File: src/rtl/smbPkg.sv
package smbPkg;

  localparam int RegCount   = 9;
  localparam int FirstRw    = 3;
  localparam int NumLanes   = 4;
  localparam int CfgBytes   = RegCount - FirstRw;
  localparam int CfgW       = CfgBytes * 8;
  localparam logic [7:0] StatusIdx = 8'h01;

  typedef enum logic [3:0] {
    sIdle, sDevAddr, sAckDev, sRegAddr, sAckReg,
    sWrData, sAckData, sRdData, sRdAck
  } busState_e;

  typedef struct packed {
    logic       wrEn;
    logic [7:0] addr;
    logic [7:0] wrData;
  } regStrobe_t;

  function automatic logic [CfgW-1:0] cfgDefault();
    logic [CfgW-1:0] v;
    v = '0;
    for (int k = 0; k < CfgBytes; k++) begin
      if (k + FirstRw == 3 || k + FirstRw == 4) v[k*8 +: 8] = 8'h44;
      else if (k + FirstRw == 8)                 v[k*8 +: 8] = 8'h78;
    end
    return v;
  endfunction

endpackage

File: src/rtl/smbBusCtrl.sv
module smbBusCtrl
  import smbPkg::*;
#(
  parameter int         TimeoutCycles = 3_000_000,
  parameter logic [6:0] DevAddr       = 7'h56
) (
  input  logic       clk,
  input  logic       rstN,
  input  logic       chipSel,
  input  logic       sclIn,
  input  logic       sdaIn,
  input  logic [7:0] rdData,
  output regStrobe_t strobe,
  output logic       sdaPullLow
);

  localparam int ToW = $clog2(TimeoutCycles + 1);

  logic [2:0] sclQ, sdaQ;
  logic       sclS, sclP, sdaS, sdaP;
  logic       sclRise, sclFall, startC, stopC, toHit, rxState;
  busState_e  state;
  logic [3:0] bitCnt;
  logic [7:0] shReg, regPtr, wrDataQ;
  logic       isRead, wrEnQ;
  logic [ToW-1:0] toCnt;

  always_ff @(posedge clk) begin
    if (!rstN) begin
      sclQ <= '1;
      sdaQ <= '1;
    end else begin
      sclQ <= {sclQ[1:0], sclIn};
      sdaQ <= {sdaQ[1:0], sdaIn};
    end
  end

  assign sclS    = sclQ[1];
  assign sclP    = sclQ[2];
  assign sdaS    = sdaQ[1];
  assign sdaP    = sdaQ[2];
  assign sclRise = sclS & ~sclP;
  assign sclFall = ~sclS & sclP;
  assign startC  = sclS & sclP & sdaP & ~sdaS;
  assign stopC   = sclS & sclP & ~sdaP & sdaS;
  assign toHit   = (toCnt == ToW'(TimeoutCycles));
  assign rxState = (state == sDevAddr) || (state == sRegAddr) || (state == sWrData);

  always_ff @(posedge clk) begin
    if (!rstN || state == sIdle || sclS || toHit) toCnt <= '0;
    else                                         toCnt <= toCnt + 1'b1;
  end

  always_ff @(posedge clk) begin
    if (!rstN) begin
      state   <= sIdle;
      bitCnt  <= '0;
      shReg   <= '0;
      regPtr  <= '0;
      wrDataQ <= '0;
      isRead  <= 1'b0;
      wrEnQ   <= 1'b0;
    end else begin
      wrEnQ <= 1'b0;
      if (!chipSel || stopC || toHit) begin
        state <= sIdle;
      end else if (startC) begin
        state  <= sDevAddr;
        bitCnt <= '0;
      end else begin
        if (sclRise && rxState) begin
          shReg  <= {shReg[6:0], sdaS};
          bitCnt <= bitCnt + 1'b1;
        end
        if (sclRise && state == sRdData) bitCnt <= bitCnt + 1'b1;
        if (sclFall) begin
          unique case (state)
            sDevAddr: if (bitCnt == 4'd8) begin
              if (shReg[7:1] == DevAddr) begin
                state  <= sAckDev;
                isRead <= shReg[0];
              end else begin
                state <= sIdle;
              end
            end
            sAckDev: begin
              bitCnt <= '0;
              if (isRead) begin
                shReg <= rdData;
                state <= sRdData;
              end else begin
                state <= sRegAddr;
              end
            end
            sRegAddr: if (bitCnt == 4'd8) begin
              regPtr <= shReg;
              state  <= sAckReg;
            end
            sAckReg: begin
              bitCnt <= '0;
              state  <= sWrData;
            end
            sWrData: if (bitCnt == 4'd8) begin
              wrEnQ   <= 1'b1;
              wrDataQ <= shReg;
              state   <= sAckData;
            end
            sRdData: begin
              if (bitCnt == 4'd8) state <= sRdAck;
              else                shReg <= {shReg[6:0], 1'b0};
            end
            default: state <= sIdle;
          endcase
        end
      end
    end
  end

  always_comb begin
    strobe.wrEn   = wrEnQ;
    strobe.addr   = regPtr;
    strobe.wrData = wrDataQ;
    sdaPullLow    = (state == sAckDev) || (state == sAckReg) || (state == sAckData)
                 || ((state == sRdData) && !shReg[7]);
  end

  a_r1_no_drive_deselected: assert property (@(posedge clk) disable iff (!rstN)
    !chipSel |=> !sdaPullLow);

  a_r2_ack_own_addr: assert property (@(posedge clk) disable iff (!rstN)
    (state == sAckDev) |-> (shReg[7:1] == DevAddr));

  a_r8_timeout_idle: assert property (@(posedge clk) disable iff (!rstN)
    toHit |=> (state == sIdle && !sdaPullLow));

  a_r9_start_restarts: assert property (@(posedge clk) disable iff (!rstN)
    (startC && chipSel && !toHit) |=> (state == sDevAddr));

endmodule

File: src/rtl/smbRegFile.sv
module smbRegFile
  import smbPkg::*;
(
  input  logic                clk,
  input  logic                rstN,
  input  regStrobe_t          strobe,
  input  logic [NumLanes-1:0] sigDetect,
  output logic [7:0]          rdData,
  output logic [CfgW-1:0]     cfgRegs
);

  localparam logic [CfgW-1:0] CfgInit = cfgDefault();
  localparam logic [7:0]      FirstRwIdx = 8'(FirstRw);

  logic [CfgW-1:0] cfgQ;

  for (genvar g = 0; g < CfgBytes; g++) begin : gCfg
    always_ff @(posedge clk) begin
      if (!rstN)
        cfgQ[g*8 +: 8] <= CfgInit[g*8 +: 8];
      else if (strobe.wrEn && strobe.addr == 8'(g + FirstRw))
        cfgQ[g*8 +: 8] <= strobe.wrData;
    end
  end

  always_comb begin
    rdData = '0;
    if (strobe.addr == StatusIdx) rdData = {{(8-NumLanes){1'b0}}, sigDetect};
    for (int k = 0; k < CfgBytes; k++)
      if (strobe.addr == 8'(k + FirstRw)) rdData = cfgQ[k*8 +: 8];
  end

  assign cfgRegs = cfgQ;

  a_r6_ro_write_ignored: assert property (@(posedge clk) disable iff (!rstN)
    (strobe.wrEn && strobe.addr < FirstRwIdx) |=> $stable(cfgQ));

  a_r7_unmapped_ignored: assert property (@(posedge clk) disable iff (!rstN)
    (strobe.wrEn && strobe.addr >= 8'(RegCount)) |=> $stable(cfgQ));

  a_r3_write_lands: assert property (@(posedge clk) disable iff (!rstN)
    (strobe.wrEn && strobe.addr >= FirstRwIdx && strobe.addr < 8'(RegCount))
      |=> (rdData == $past(strobe.wrData)));

endmodule

File: src/rtl/smbRegSlave.sv
module smbRegSlave
  import smbPkg::*;
#(
  parameter int         TimeoutCycles = 3_000_000,
  parameter logic [6:0] DevAddr       = 7'h56
) (
  input  logic                clk,
  input  logic                rstN,
  input  logic                chipSel,
  input  logic                sclIn,
  input  logic                sdaIn,
  input  logic [NumLanes-1:0] sigDetect,
  output logic                sdaPullLow,
  output logic [CfgW-1:0]     cfgRegs
);

  regStrobe_t strobe;
  logic [7:0] rdData;

  smbBusCtrl #(.TimeoutCycles(TimeoutCycles), .DevAddr(DevAddr)) uCtrl (
    .clk(clk), .rstN(rstN), .chipSel(chipSel), .sclIn(sclIn), .sdaIn(sdaIn),
    .rdData(rdData), .strobe(strobe), .sdaPullLow(sdaPullLow)
  );

  smbRegFile uRegs (
    .clk(clk), .rstN(rstN), .strobe(strobe), .sigDetect(sigDetect),
    .rdData(rdData), .cfgRegs(cfgRegs)
  );

endmodule

File: config.mk
export PLATFORM = sky130hd
export DESIGN_NAME = smbRegSlave
export DESIGN_NICKNAME = d
export VERILOG_FILES = /design/src/rtl/smbPkg.sv /design/src/rtl/smbBusCtrl.sv /design/src/rtl/smbRegFile.sv /design/src/rtl/smbRegSlave.sv
export SDC_FILE = /design/constraint.sdc
export NUM_CORES = 1
export LEC_CHECK = 0
export BUFFER_PORTS_ARGS = -buffer_cell sky130_fd_sc_hd__buf_4
export CAP_MARGIN = 20
export CORE_MARGIN = 2
export CORE_UTILIZATION = 53
export CTS_CLUSTER_DIAMETER = 40
export DETAILED_ROUTE_END_ITERATION = 12
export PLACE_DENSITY = 0.76
export REMOVE_ABC_BUFFERS = 1
export SLEW_MARGIN = 20
export SYNTH_ARGS = -nofsm -noshare
export SYNTH_HDL_FRONTEND = slang
export SYNTH_SLANG_ARGS = --single-unit
File: constraint.sdc
create_clock -name clk -period 2.1 [get_ports clk]
set_clock_uncertainty 0.15 [all_clocks]
set_input_delay 0.42 -clock clk [delete_from_list [all_inputs] [get_ports clk]]
set_output_delay 0.42 -clock clk [all_outputs]
set_load 0.03 [all_outputs]
==> impl_metrics.toml <==
[timing]
setup_violations = 8
slew_headroom_pct = 72.4
clock.fmax_mhz = 464
drv_slew = 0
min_period_ns = 2.16
hold_slack_ns = 0.0694
rsz0062_at_grt = "yes"
hold_viol = 0
fin_crit_sh_pct = 103
tightest_slew_ns = 0.413
setup_tns_ns = -0.133
setup_slack_ns = -0.0552

[setup_path]
slowest_delay_ns = 0.59
cp-end-kind = "flip-flop"
cp_num_buf_inv = 2
cp_slowest_cell = "or4_4"
cp.required_ns = 2.21
r2r_cells = 7
cpLargestDelayFamily = "simple AND/OR/NAND/NOR gates"
cp.arrival_ns = 2.27
path_class = "flip-flop to flip-flop"
startpoint_type = "flip-flop"
path_cells = "or4_4 > nor2_4 > buf_6 > and4_4 > buf_12 > mux2i_1 > nor2_1"
crit_fanout = 8
worst-path-stages = 7

[grt]
track_usage_pct = 26.5
grt_max_degree = 59
grt_pass1_wl_um = 23300
antenna_found_initial = 0
overflow = 0
grt_pass1_vias = 4610

[pwr]
p_leak_nw = 2.63
ir_drop_v = 0.000321
finalPower_mw = 3.53
p_per_area_nw_per_um2 = 539

[yosys]
synth_fa_ha_area_share_pct = 0.950
synthArstFlopShare_pct = 0
synth_top_cell_area_share_pct = 41.8
seq_area_frac_synth_pct = 41.8
synth_cell_types = 64
synth_largest_area_cell = "dfxtp_1"
synth_edf_count = 0
synth_xor_area_share_pct = 2.99
synthCells = 617
ys_ff_latch = 110
synth_compound_area_share_pct = 13.8
synthSimpleGateAreaFrac_pct = 24.3
syn_area_um2 = 5270
synth.area.top_cells = "dfxtp_1, mux2i_1, nor2_1, nand2_1, a21oi_1"
synth_top_family_by_area = "simple AND/OR/NAND/NOR gates"
synthFlopType = "dfxtp_1"
synth_area_per_cell_um2 = 8.54
synth.mux.area_fraction_pct = 12.2
yosys_warnings = 0

[clock_tree]
clkTransAtPathRegs_ns = 0.10
cts_buffers = 9
cts_tree = "yes"
h-tree-depth = 3
clock_latency_ns = 0.37
clockBufferDepth = 2
cts.sinks = 110
clockRootBuffer = "clkbuf_8"

[floorplan]
fp.dieH_um = 104
dieWidth_um = 104
core_area_um2 = 9730
die_area_um2 = 10800
start_util_pct = 54.2
num_rows = 36
io_pins = 58

[layout]
drive_gt1_share_pct = 24.9
fill_cells = 815
final_cells = 844
multi_input_area_um2 = 2990
register_area_um2 = 2220
final_nets = 719
post-route-util_pct = 67.4
area_growth_pct = 24.4
diodes = 0
fin_area_um2 = 6550

[routing]
dr.pass1.iters = 5
post-route-drc-count = 0
wire_per_inst_um = 17.5
vias_per_cell = 5.94
vias = 5017
drtAntennaViolNets = 0
routed_wirelength_um = 14800
drt-initial-drc-count = 396

[placed_design]
hpwlAfterDp_um = 10100
post_dp_cell_area_um2 = 6120
dpl_worst_slack_ns = -0.0839
gp_congestion = 0.927
port_buffers = 57
dpl.cell_count = 816

[min_path]
hold_depth = 2
worstHoldPathType = "input port to flip-flop"

[outcome]
violations = "setup timing"
status = "complete, but fails checks"

[job]
maxCapViolCount = 0
==> power breakdown <==
group          switching, mW  internal, mW
Combinational         0.0866        0.0520
Clock                  0.734         0.551
Sequential            0.0147          2.09
Total                  0.835          2.70
==> worst paths after layout <==
| kind | start | end | slack (ns) |
|---|---|---|---|
| worst min register to register | uCtrl.sdaQ[0] | uCtrl.sdaQ[1] | 0.28 |
| worst max-delay path | uCtrl.regPtr[4] | uRegs.cfgRegs[0] | -0.06 |
| worst max register to register | uCtrl.regPtr[4] | uRegs.cfgRegs[0] | -0.06 |
| worst min-delay path | sdaIn | uCtrl.sdaQ[0] | 0.07 |
==> area by class of cell <==
class | instances | share of cell area (%)
multi-input cells | 459 | 45.7
flip-flops and latches | 110 | 33.8
repair buffers | 113 | 14.3
well taps | 133 | 2.54
clock buffers | 10 | 1.95
clock inverters | 6 | 0.935
inverters | 13 | 0.745
==> synthesized netlist by cell type, types with 2 or more instances <==
cell       number
o31a_1          2
xor2_1         12
a211oi_1        2
mux2_2          2
a211o_1         2
a2bb2oi_1       3
nor2_1         99
nand3_1        27
ha_1            4
a21oi_1        36
a32oi_1         2
a22oi_1         6
nand4_1         9
o21a_1          2
or3_1           6
a31oi_1        10
nand4b_1        3
nor4_1          5
nand2b_1       11
nand3b_1        3
nand4_2         2
and2_1          3
mux2i_1        62
and3_1          3
nor3_1          5
inv_1          12
nand2_1        56
nor2_4          2
xnor2_1         6
buf_1           2
nor3b_1         2
and4b_1         2
buf_2          12
o32ai_1         3
o21ai_0        28
o211ai_1        5
clkbuf_1       19
o21ai_1         2
o22ai_1         3
a22o_1          4
nor2b_1         6
dfxtp_1       110
==> kinds of logic after synthesis <==
family | after synthesis
simple gates | 256
compound gates | 117
flops | 110
mux | 64
buf+inv | 48
xor+xnor | 18
fa+ha+maj | 4
==> cells in the final DEF (no fill, tap or decap), drive strengths merged, types with 10 or more instances in the layout <==
cell type,Yosys,layout
nand2b,11,11
xor2,12,12
o21ai,31,31
nor2,101,101
dfxtp,110,110
inv,13,14
nand4,11,11
a31oi,10,10
nand2,56,56
nand3,28,28
buf,16,113
mux2i,62,62
a21oi,36,36
clkbuf,19,10
==> per-layer routing <==
layer	vias to the layer above	part of all wire, %	GRT usage, %
met2	211	47	41.9
met5	-	0	0
met3	34	6.8	5.10
met1	2408	44	36.5
met4	0	2.2	8.88
li1	2364	-	-
==> repair_timing <==
action / in CTS / in global routing
pin swaps: 2 / 8
gates cloned: 0 / 0
resized for setup: 11 / 37
buffers inserted: 1 / 11
endpoints found under the setup margin: 35 / 60
hold buffers: 0 / 0
==> sequential cells by signal (all words and copies together), names as in the netlist <==
register / cells
uRegs.cfgRegs: 48
uCtrl.toCnt: 22
uCtrl.regPtr: 8
uCtrl.shReg: 8
uCtrl.wrDataQ: 8
uCtrl.bitCnt: 4
uCtrl.state: 4
uCtrl.sclQ: 3
uCtrl.sdaQ: 3
uCtrl.isRead: 1
uCtrl.wrEnQ: 1
No activity file was read; power rests on OpenSTA's default activity.
